[src/rtl/mdw_pkg.sv]
package mdw_pkg;
    typedef enum logic {
        ST_SLEEP  = 1'b0,
        ST_LISTEN = 1'b1
    } rx_state_e;

    localparam logic [1:0] WM_HOST = 2'b00;
endpackage

[src/rtl/mdw_addr_match.sv]
module mdw_addr_match #(
    parameter int DW = 8
) (
    input  logic [DW-1:0] data_i,
    input  logic [DW-1:0] station_i,
    output logic          hit_o
);
    logic [DW-1:0] bit_eq;

    for (genvar g = 0; g < DW; g++) begin : g_bit
        assign bit_eq[g] = ~(data_i[g] ^ station_i[g]);
    end

    assign hit_o = &bit_eq;
endmodule

[src/rtl/mdw_cmd_latch.sv]
module mdw_cmd_latch (
    input  logic clk,
    input  logic rst_n,
    input  logic host_on_i,
    input  logic host_off_i,
    input  logic boundary_i,
    output logic pend_valid_o,
    output logic pend_on_o
);
    always_ff @(posedge clk) begin
        if (!rst_n) begin
            pend_valid_o <= 1'b0;
            pend_on_o    <= 1'b0;
        end else if (host_on_i || host_off_i) begin
            pend_valid_o <= 1'b1;
            pend_on_o    <= ~host_off_i;
        end else if (boundary_i) begin
            pend_valid_o <= 1'b0;
        end
    end


    dis_wins_chk: assert property (@(posedge clk) disable iff (!rst_n)
        host_off_i |=> (pend_valid_o && !pend_on_o));


    on_pending_chk: assert property (@(posedge clk) disable iff (!rst_n)
        (host_on_i && !host_off_i) |=> (pend_valid_o && pend_on_o));
endmodule

[src/rtl/mdw_fsm.sv]
module mdw_fsm
    import mdw_pkg::*;
(
    input  logic       clk,
    input  logic       rst_n,
    input  logic       chr_valid_i,
    input  logic       chr_ad_i,
    input  logic       chr_brk_i,
    input  logic       hit_i,
    input  logic [1:0] mode_i,
    input  logic       addr_load_i,
    input  logic       pend_valid_i,
    input  logic       pend_on_i,
    output logic       listen_o,
    output logic       eff_on_o,
    output logic       push_req_o
);
    rx_state_e state_q, state_d;
    logic      is_addr;
    logic      wake_hit;
    logic      doze_hit;

    assign is_addr  = chr_ad_i & ~chr_brk_i;
    assign wake_hit = is_addr & mode_i[0] & hit_i;
    assign doze_hit = is_addr & mode_i[1] & ~hit_i;
    assign eff_on_o = pend_valid_i ? pend_on_i : (state_q == ST_LISTEN);

    always_ff @(posedge clk) begin
        if (!rst_n) state_q <= ST_SLEEP;
        else        state_q <= state_d;
    end

    always_comb begin
        state_d = state_q;
        if (chr_valid_i) begin
            unique case (state_q)
                ST_SLEEP:  if (wake_hit || (!doze_hit && eff_on_o)) state_d = ST_LISTEN;
                ST_LISTEN: if (doze_hit || (!wake_hit && !eff_on_o)) state_d = ST_SLEEP;
                default:   state_d = ST_SLEEP;
            endcase
        end
    end

    always_comb begin
        push_req_o = 1'b0;
        if (chr_valid_i) begin
            if (chr_brk_i)    push_req_o = 1'b1;
            else if (is_addr) push_req_o = (mode_i == WM_HOST) || addr_load_i;
            else              push_req_o = eff_on_o;
        end
    end

    assign listen_o = (state_q == ST_LISTEN);


    wake_on_match_chk: assert property (@(posedge clk) disable iff (!rst_n)
        (chr_valid_i && chr_ad_i && !chr_brk_i && mode_i[0] && hit_i) |=> listen_o);


    doze_on_miss_chk: assert property (@(posedge clk) disable iff (!rst_n)
        (chr_valid_i && chr_ad_i && !chr_brk_i && mode_i[1] && !hit_i) |=> !listen_o);


    host_addr_keep_chk: assert property (@(posedge clk) disable iff (!rst_n)
        (chr_valid_i && chr_ad_i && !chr_brk_i && mode_i == WM_HOST && !pend_valid_i)
        |=> $stable(listen_o));


    state_hold_chk: assert property (@(posedge clk) disable iff (!rst_n)
        !chr_valid_i |=> $stable(listen_o));
endmodule

[src/rtl/mdrop_wake_ctrl.sv]
module mdrop_wake_ctrl #(
    parameter int DW = 8
) (
    input  logic          clk,
    input  logic          rst_n,
    input  logic          chr_valid_i,
    input  logic [DW-1:0] chr_data_i,
    input  logic          chr_ad_i,
    input  logic          chr_fe_i,
    input  logic          chr_ovr_i,
    input  logic          chr_brk_i,
    input  logic [DW-1:0] station_addr_i,
    input  logic [1:0]    wake_mode_i,
    input  logic          addr_load_i,
    input  logic          host_on_i,
    input  logic          host_off_i,
    input  logic          tx_ad_wr_i,
    input  logic          tx_ad_val_i,
    output logic          push_o,
    output logic [DW-1:0] push_data_o,
    output logic          push_ad_o,
    output logic          push_fe_o,
    output logic          push_ovr_o,
    output logic          push_brk_o,
    output logic          rx_enabled_o,
    output logic          tx_ad_o
);
    logic hit;
    logic pend_valid;
    logic pend_on;
    logic eff_on;
    logic push_req;

    mdw_addr_match #(.DW(DW)) u_match (
        .data_i    (chr_data_i),
        .station_i (station_addr_i),
        .hit_o     (hit)
    );

    mdw_cmd_latch u_cmd (
        .clk          (clk),
        .rst_n        (rst_n),
        .host_on_i    (host_on_i),
        .host_off_i   (host_off_i),
        .boundary_i   (chr_valid_i),
        .pend_valid_o (pend_valid),
        .pend_on_o    (pend_on)
    );

    mdw_fsm u_fsm (
        .clk          (clk),
        .rst_n        (rst_n),
        .chr_valid_i  (chr_valid_i),
        .chr_ad_i     (chr_ad_i),
        .chr_brk_i    (chr_brk_i),
        .hit_i        (hit),
        .mode_i       (wake_mode_i),
        .addr_load_i  (addr_load_i),
        .pend_valid_i (pend_valid),
        .pend_on_i    (pend_on),
        .listen_o     (rx_enabled_o),
        .eff_on_o     (eff_on),
        .push_req_o   (push_req)
    );

    always_ff @(posedge clk) begin
        if (!rst_n) begin
            push_o      <= 1'b0;
            push_data_o <= '0;
            push_ad_o   <= 1'b0;
            push_fe_o   <= 1'b0;
            push_ovr_o  <= 1'b0;
            push_brk_o  <= 1'b0;
        end else begin
            push_o <= push_req;
            if (push_req) begin
                push_data_o <= chr_data_i;
                push_ad_o   <= chr_ad_i;
                push_fe_o   <= chr_fe_i;
                push_ovr_o  <= chr_ovr_i;
                push_brk_o  <= chr_brk_i;
            end
        end
    end

    always_ff @(posedge clk) begin
        if (!rst_n)          tx_ad_o <= 1'b0;
        else if (tx_ad_wr_i) tx_ad_o <= tx_ad_val_i;
    end


    push_follows_chr_chk: assert property (@(posedge clk) disable iff (!rst_n)
        push_o |-> $past(chr_valid_i));


    data_drop_chk: assert property (@(posedge clk) disable iff (!rst_n)
        (chr_valid_i && !chr_ad_i && !chr_brk_i && !eff_on) |=> !push_o);


    brk_push_chk: assert property (@(posedge clk) disable iff (!rst_n)
        (chr_valid_i && chr_brk_i) |=> (push_o && push_brk_o));


    host_addr_push_chk: assert property (@(posedge clk) disable iff (!rst_n)
        (chr_valid_i && chr_ad_i && !chr_brk_i && wake_mode_i == 2'b00) |=> (push_o && push_ad_o));


    tx_ad_hold_chk: assert property (@(posedge clk) disable iff (!rst_n)
        !tx_ad_wr_i |=> $stable(tx_ad_o));
endmodule

[config.mk]
export PLATFORM = sky130hd
export DESIGN_NAME = mdrop_wake_ctrl
export DESIGN_NICKNAME = d
export VERILOG_FILES = /design/src/rtl/mdw_pkg.sv /design/src/rtl/mdw_addr_match.sv /design/src/rtl/mdw_cmd_latch.sv /design/src/rtl/mdw_fsm.sv /design/src/rtl/mdrop_wake_ctrl.sv
export SDC_FILE = /design/constraint.sdc
export NUM_CORES = 1
export LEC_CHECK = 0
export BUFFER_PORTS_ARGS = -buffer_cell sky130_fd_sc_hd__buf_2
export CELL_PAD_IN_SITES_DETAIL_PLACEMENT = 1
export CELL_PAD_IN_SITES_GLOBAL_PLACEMENT = 1
export CORE_MARGIN = 2
export CORE_UTILIZATION = 33
export DETAILED_ROUTE_END_ITERATION = 8
export PLACE_DENSITY_LB_ADDON = 0.12
export SLEW_MARGIN = 40
export SYNTH_ARGS = -nofsm -noshare
export SYNTH_HDL_FRONTEND = slang
export SYNTH_SLANG_ARGS = --single-unit
[constraint.sdc]
create_clock -name clk -period 4.25 [get_ports clk]
set_clock_uncertainty 0.15 [all_clocks]
set_input_delay 1.275 -clock clk [delete_from_list [all_inputs] [get_ports clk]]
set_output_delay 1.275 -clock clk [all_outputs]
set_load 0.005 [all_outputs]
Yosys cells after proc, flatten, opt, wreduce, memory -nomap -nowiden
Cells that the tools add are included.
{"block": "word_totals", "register_bits": 17, "latchBits": 0, "ramBits": 0, "romBits": 0, "input_bits": 30, "output_inout_bits": 15, "wordCells": 56, "mem_count": 0}
{"block": "classes", "n_addsub": 0, "n_mul": 0, "div_mod_pow": 0, "order_cmp": 0, "eq_ne": 0, "shifts": 0, "mux": 9, "bitwise": 25, "reduce_logical": 12}
{"operator": "$not A1 Y1", "count": 12}
{"operator": "$mux W1", "count": 8}
{"operator": "$reduce_and A8 Y1", "count": 1}
{"operator": "$xor A1 B1 Y1", "count": 8}
{"operator": "$and A1 B1 Y1", "count": 5}
{"operator": "$logic_or A1 B1 Y1", "count": 4}
{"operator": "$logic_not A1 Y1", "count": 3}
{"operator": "$logic_and A1 B1 Y1", "count": 2}
{"operator": "$logic_not A2 Y1", "count": 1}
{"operator": "$pmux W1 S2", "count": 1}
{"operator": "$reduce_bool A2 Y1", "count": 1}

Depth between registers and ports, before layout
{"block": "logic_depth", "ltp_word": 10, "depth_mapped": 5, "mapped_depth_nobuf": 4}

Modules after synthesis
A second synthesis with hierarchy kept.
{"block": "unflattened", "hier_cells": 71, "area_unflattened_um2": 777.0}
{"mod": "mdrop_wake_ctrl", "instances": 1, "cells_each": 44, "area_per_inst_um2": 534.3, "seq_area_each_um2": 280.3}
{"mod": "mdw_fsm", "instances": 1, "cells_each": 10, "area_per_inst_um2": 90.1, "seq_area_each_um2": 20.0}
{"mod": "mdw_addr_match", "instances": 1, "cells_each": 11, "area_per_inst_um2": 86.3, "seq_area_each_um2": 0.0}
{"mod": "mdw_cmd_latch", "instances": 1, "cells_each": 6, "area_per_inst_um2": 66.3, "seq_area_each_um2": 40.0}

Worst setup path before layout
Ideal clock, no wire load.
{"block": "synth_timing", "kind": "input port to flip-flop", "from": "in chr_brk_i", "to": "reg push_data_o[1]", "setup_ps": 115, "t_arrival_ps": 2113, "required_ps": 3985, "path_slack_ps": 1872, "cell_stages": 5, "n_path_buf": 1, "cell_sequence": "or2_2 o221a_4 buf_6 nand3_1 o21ai_2"}
{"block": "synth_between", "elab_chain_cells": 5}
{"item": "start: declaration", "line_no": "mdrop_wake_ctrl.sv:11", "source": "input logic chr_brk_i,"}
{"item": "$not A1 Y1", "line_no": "mdw_fsm.sv:23", "source": "assign is_addr = chr_ad_i & ~chr_brk_i;"}
{"item": "$and A1 B1 Y1", "line_no": "mdw_fsm.sv:23"}
{"item": "$mux W1", "line_no": "mdw_fsm.sv:48", "source": "else if (is_addr) push_req_o = (mode_i == WM_HOST) || addr_load_i;"}
{"item": "$mux W1 *", "line_no": "mdw_fsm.sv:47", "source": "if (chr_brk_i) push_req_o = 1'b1;"}
{"item": "$mux W1 *", "line_no": "mdw_fsm.sv:46", "source": "if (chr_valid_i) begin"}
{"item": "end signal: assignment", "line_no": "mdrop_wake_ctrl.sv:77", "source": "push_data_o <= chr_data_i;"}
{"item": "end: declaration", "line_no": "mdrop_wake_ctrl.sv:20", "source": "output logic [DW-1:0] push_data_o,"}
Every way passes the cells marked *; elsewhere a longest branch is shown, timed or not.
A chain may end at the register's enable or synchronous reset.

Worst setup path in the final report
{"block": "layout_timing", "from": "in chr_brk_i", "to": "reg push_ad_o"}
{"block": "layout_between", "elab_chain_cells": 5}
{"item": "$not A1 Y1", "line_no": "mdw_fsm.sv:23"}
{"item": "$and A1 B1 Y1", "line_no": "mdw_fsm.sv:23"}
{"item": "$mux W1", "line_no": "mdw_fsm.sv:48"}
{"item": "$mux W1 *", "line_no": "mdw_fsm.sv:47"}
{"item": "$mux W1 *", "line_no": "mdw_fsm.sv:46"}
{"item": "end signal: assignment", "line_no": "mdrop_wake_ctrl.sv:78", "source": "push_ad_o <= chr_ad_i;"}
{"item": "end: declaration", "line_no": "mdrop_wake_ctrl.sv:21", "source": "output logic push_ad_o,"}
Marked as above.

==> impl_metrics.json <==
{
  "outcome": "finished, final reports clean",
  "post-route-cell-area_um2": 1070,
  "timing.final.ws_setup_ns": 1.93,
  "synth_top_flop_cell": "dfxtp_1",
  "worst_slew_pin_slew_ns": 0.463,
  "pre_cts_ws_ns": 1.60,
  "leakage_nw": 0.491,
  "starting_utilization_of_the_core_area_pct": 34.2,
  "synth.lib_cells_used.distinct": 26,
  "final_max_slew_viol_count": 0,
  "req_time_crit_path_ns": 4.29,
  "die_boundary_height_um": 54.0,
  "timing.max_slew.rel_slack_pct": 69.1,
  "netlist_instances": 88,
  "setup_repair_after_global_routing_missed_its_margin": "false",
  "synth_area_in_compound_gates_pct": 21.1,
  "drv_cap": 0,
  "reg2reg_setup_slack_ns": 2.60,
  "synth_top_cell_area_share_pct": 41.3,
  "post_synth_instance_area_um2": 823,
  "clkTransAtPathRegs_ns": 0.10,
  "seq_area_frac_synth_pct": 41.3,
  "design.die.area_um2": 2910,
  "p_seq_share_pct": 53.8,
  "worst_skew_pair.late_latency_ns": 0.28,
  "cts-root-to-sink-buffers": 2,
  "port-buffer-count": 44,
  "power_per_cell_area_nw_per_um2": 303,
  "syn_area_per_cell_um2": 9.36,
  "worst_ep_arrival_time_ns": 2.36,
  "worst-setup-path-type": "input pin to register",
  "nets": 162,
  "synth_fa_ha_area_share_pct": 0,
  "synth-edff-count": 0,
  "report.power.total_uw": 325,
  "timing.critical_path.from_type": "input pin",
  "multiplexer_share_of_the_synthesized_area_pct": 3.04,
  "crit_path_end_kind": "register",
  "row_count": 18,
  "routed_wire_length_per_instance_um": 11.9,
  "fin_tns_setup_ns": 0,
  "gpl.final_weighted_congestion": 0.713,
  "postSynthRegisterBits": 17,
  "grt_start_max_net_pins": 30,
  "antenna_found_initial": 0,
  "yosys-top-cells-count": "17 x dfxtp_1, 13 x nand3_1, 11 x nand2_1, 11 x o21ai_2",
  "post_cts.resized_instances": 0,
  "antenna_left": 0,
  "cellInternalPower_uw": 238,
  "synth_area_leader_cell": "dfxtp_1",
  "syn_to_final_growth_pct": 30.4,
  "net-switching-power_uw": 87.3,
  "drt_drc": 0,
  "share_clk_of_total_power_pct": 26.6,
  "core_region_area_um2": 2410,
  "cts_hold_buffers": 0,
  "clock_tree.root_cell": "clkbuf_4",
  "cts.htree.levels": 1,
  "simple_gate_share_of_the_synthesized_area_pct": 21.9,
  "drtIter0Drc": 8,
  "insertedDiodeCount": 0,
  "fin_crit_sh_pct": 54.5,
  "crit_path_max_fanout": 23,
  "ys.warnings.count": 0,
  "finalHoldViolations": 0,
  "dr_total_vias": 799,
  "synth.most_common_cell": "dfxtp_1",
  "postPlaceCellArea_um2": 1050,
  "detailedPlacementHpwl_um": 1530,
  "largest_cells_by_area_after_synthesis": "dfxtp_1 41%, o21ai_2 12%, nand3_1 7.9%",
  "first_pass_grt_wire_length_um": 3190,
  "layout_min_cycle_time_ns": 2.32,
  "dominant_combinational_cell_family_by_area_after_synthesis": "simple AND/OR/NAND/NOR gates",
  "grt.total_usage_pct": 15.3,
  "io_pins": 45,
  "postSynth.asyncResetShare_pct": 0,
  "max_freq_mhz": 431,
  "cts_tree": "yes",
  "die_w_um": 54.0,
  "max-vdd-ir-drop_v": 0.000189,
  "cts_buffers": 3,
  "power.share.combinational_pct": 19.6,
  "setup_viol_count_final": 0,
  "layout_cell_share_with_drive_strength_beyond_1_pct": 47.3,
  "clock-sinks": 17,
  "power_switching_share_pct": 26.9,
  "first_global_vias": 750,
  "drt-vias-per-instance": 4.96,
  "grt.overflow.total": 0,
  "dr.pass1.iters": 3,
  "post_cts_buffers": 0,
  "worst_hold_path_type": "register to register",
  "routed_wirelength_um": 1920,
  "syn_nets": 118,
  "synthXorXnorAreaFrac_pct": 8.51
}
-- cell type report --
class	count	area, µm²
repair buffers	44	220
clock buffers	4	26.3
fillers	298	1340
well taps	30	37.5
multi-input cells	66	449
flip-flops and latches	17	340
-- per-layer routing --
layer  vias up  global-route usage [%]  part of all wire (%)
met3         2                    6.39                   7.3
met2        26                    24.6                    49
met1       375                    18.6                    43
met5         -                       0                     0
li1        396                       -                     -
met4         0                    3.85                  0.52
-- layout by cell type (no fill, tap or decap), types with 2 or more instances in the layout --
master | netlist | routed
buf_2 | 0 | 44
clkbuf_4 | 0 | 3
dfxtp_1 | 17 | 17
nand2_1 | 11 | 11
nand2b_1 | 2 | 2
nand3_1 | 13 | 13
nor2b_1 | 4 | 4
o21ai_0 | 2 | 2
o21ai_2 | 11 | 11
xnor2_1 | 4 | 4
xor2_1 | 4 | 4
-- power groups by stage --
stage / combinational [mW] / sequential (mW) / clock, mW
6_report: 0.0637 / 0.175 / 0.0863
5_1_grt: 0.0726 / 0.176 / 0.101
4_1_cts: 0.0654 / 0.175 / 0.0916
3_5_place_dp: 0.0653 / 0.179 / 0
3_3_place_gp: 0.0633 / 0.178 / 0
2_1_floorplan: 0.0361 / 0.179 / 0
-- sequential cells by signal, indices dropped and copies added (netlist names) --
register / cells
push_o: 1
push_fe_o: 1
push_data_o: 8
push_ad_o: 1
push_brk_o: 1
u_cmd.pend_valid_o: 1
push_ovr_o: 1
tx_ad_o: 1
u_fsm.listen_o: 1
u_cmd.pend_on_o: 1
-- cells by family (layout without fill, tap and decap cells) --
group	after synthesis	in the layout
compound gates	20	20
xor+xnor	8	8
buf+inv	5	48
flops	17	17
mux	2	2
simple gates	36	36
-- worst paths after layout --
| path | from | endpoint | depth (start not counted) |
|---|---|---|---|
| worst max-delay path | chr_brk_i | push_ad_o$_SDFFE_PN0P_ | 4 |
| worst min-delay path | push_data_o[2]$_SDFFE_PN0P_ | push_data_o[2]$_SDFFE_PN0P_ | 2 |
| worst max register to register | u_cmd.pend_valid_o$_SDFFE_PN0P_ | push_ad_o$_SDFFE_PN0P_ | 3 |
| worst min register to register | push_data_o[2]$_SDFFE_PN0P_ | push_data_o[2]$_SDFFE_PN0P_ | 2 |
-- critical path, cell delays in order --
cell and delay (ns):
buf_2 0.12, or2_2 0.30, o221a_4 0.38, o221a_2 0.28
-- stage by stage --
step / std cells / utilization [%] / hold slack [ns]
after floorplan: 88 / - / 0.306
after global placement: 157 / 43.5 / 0.296
after detailed placement: 157 / 43.5 / 0.303
after CTS: 161 / 44.5 / 0.318
after global routing: 161 / 44.5 / 0.336
final: 161 / 44.5 / 0.315
Power figures use the tool's default switching activity.
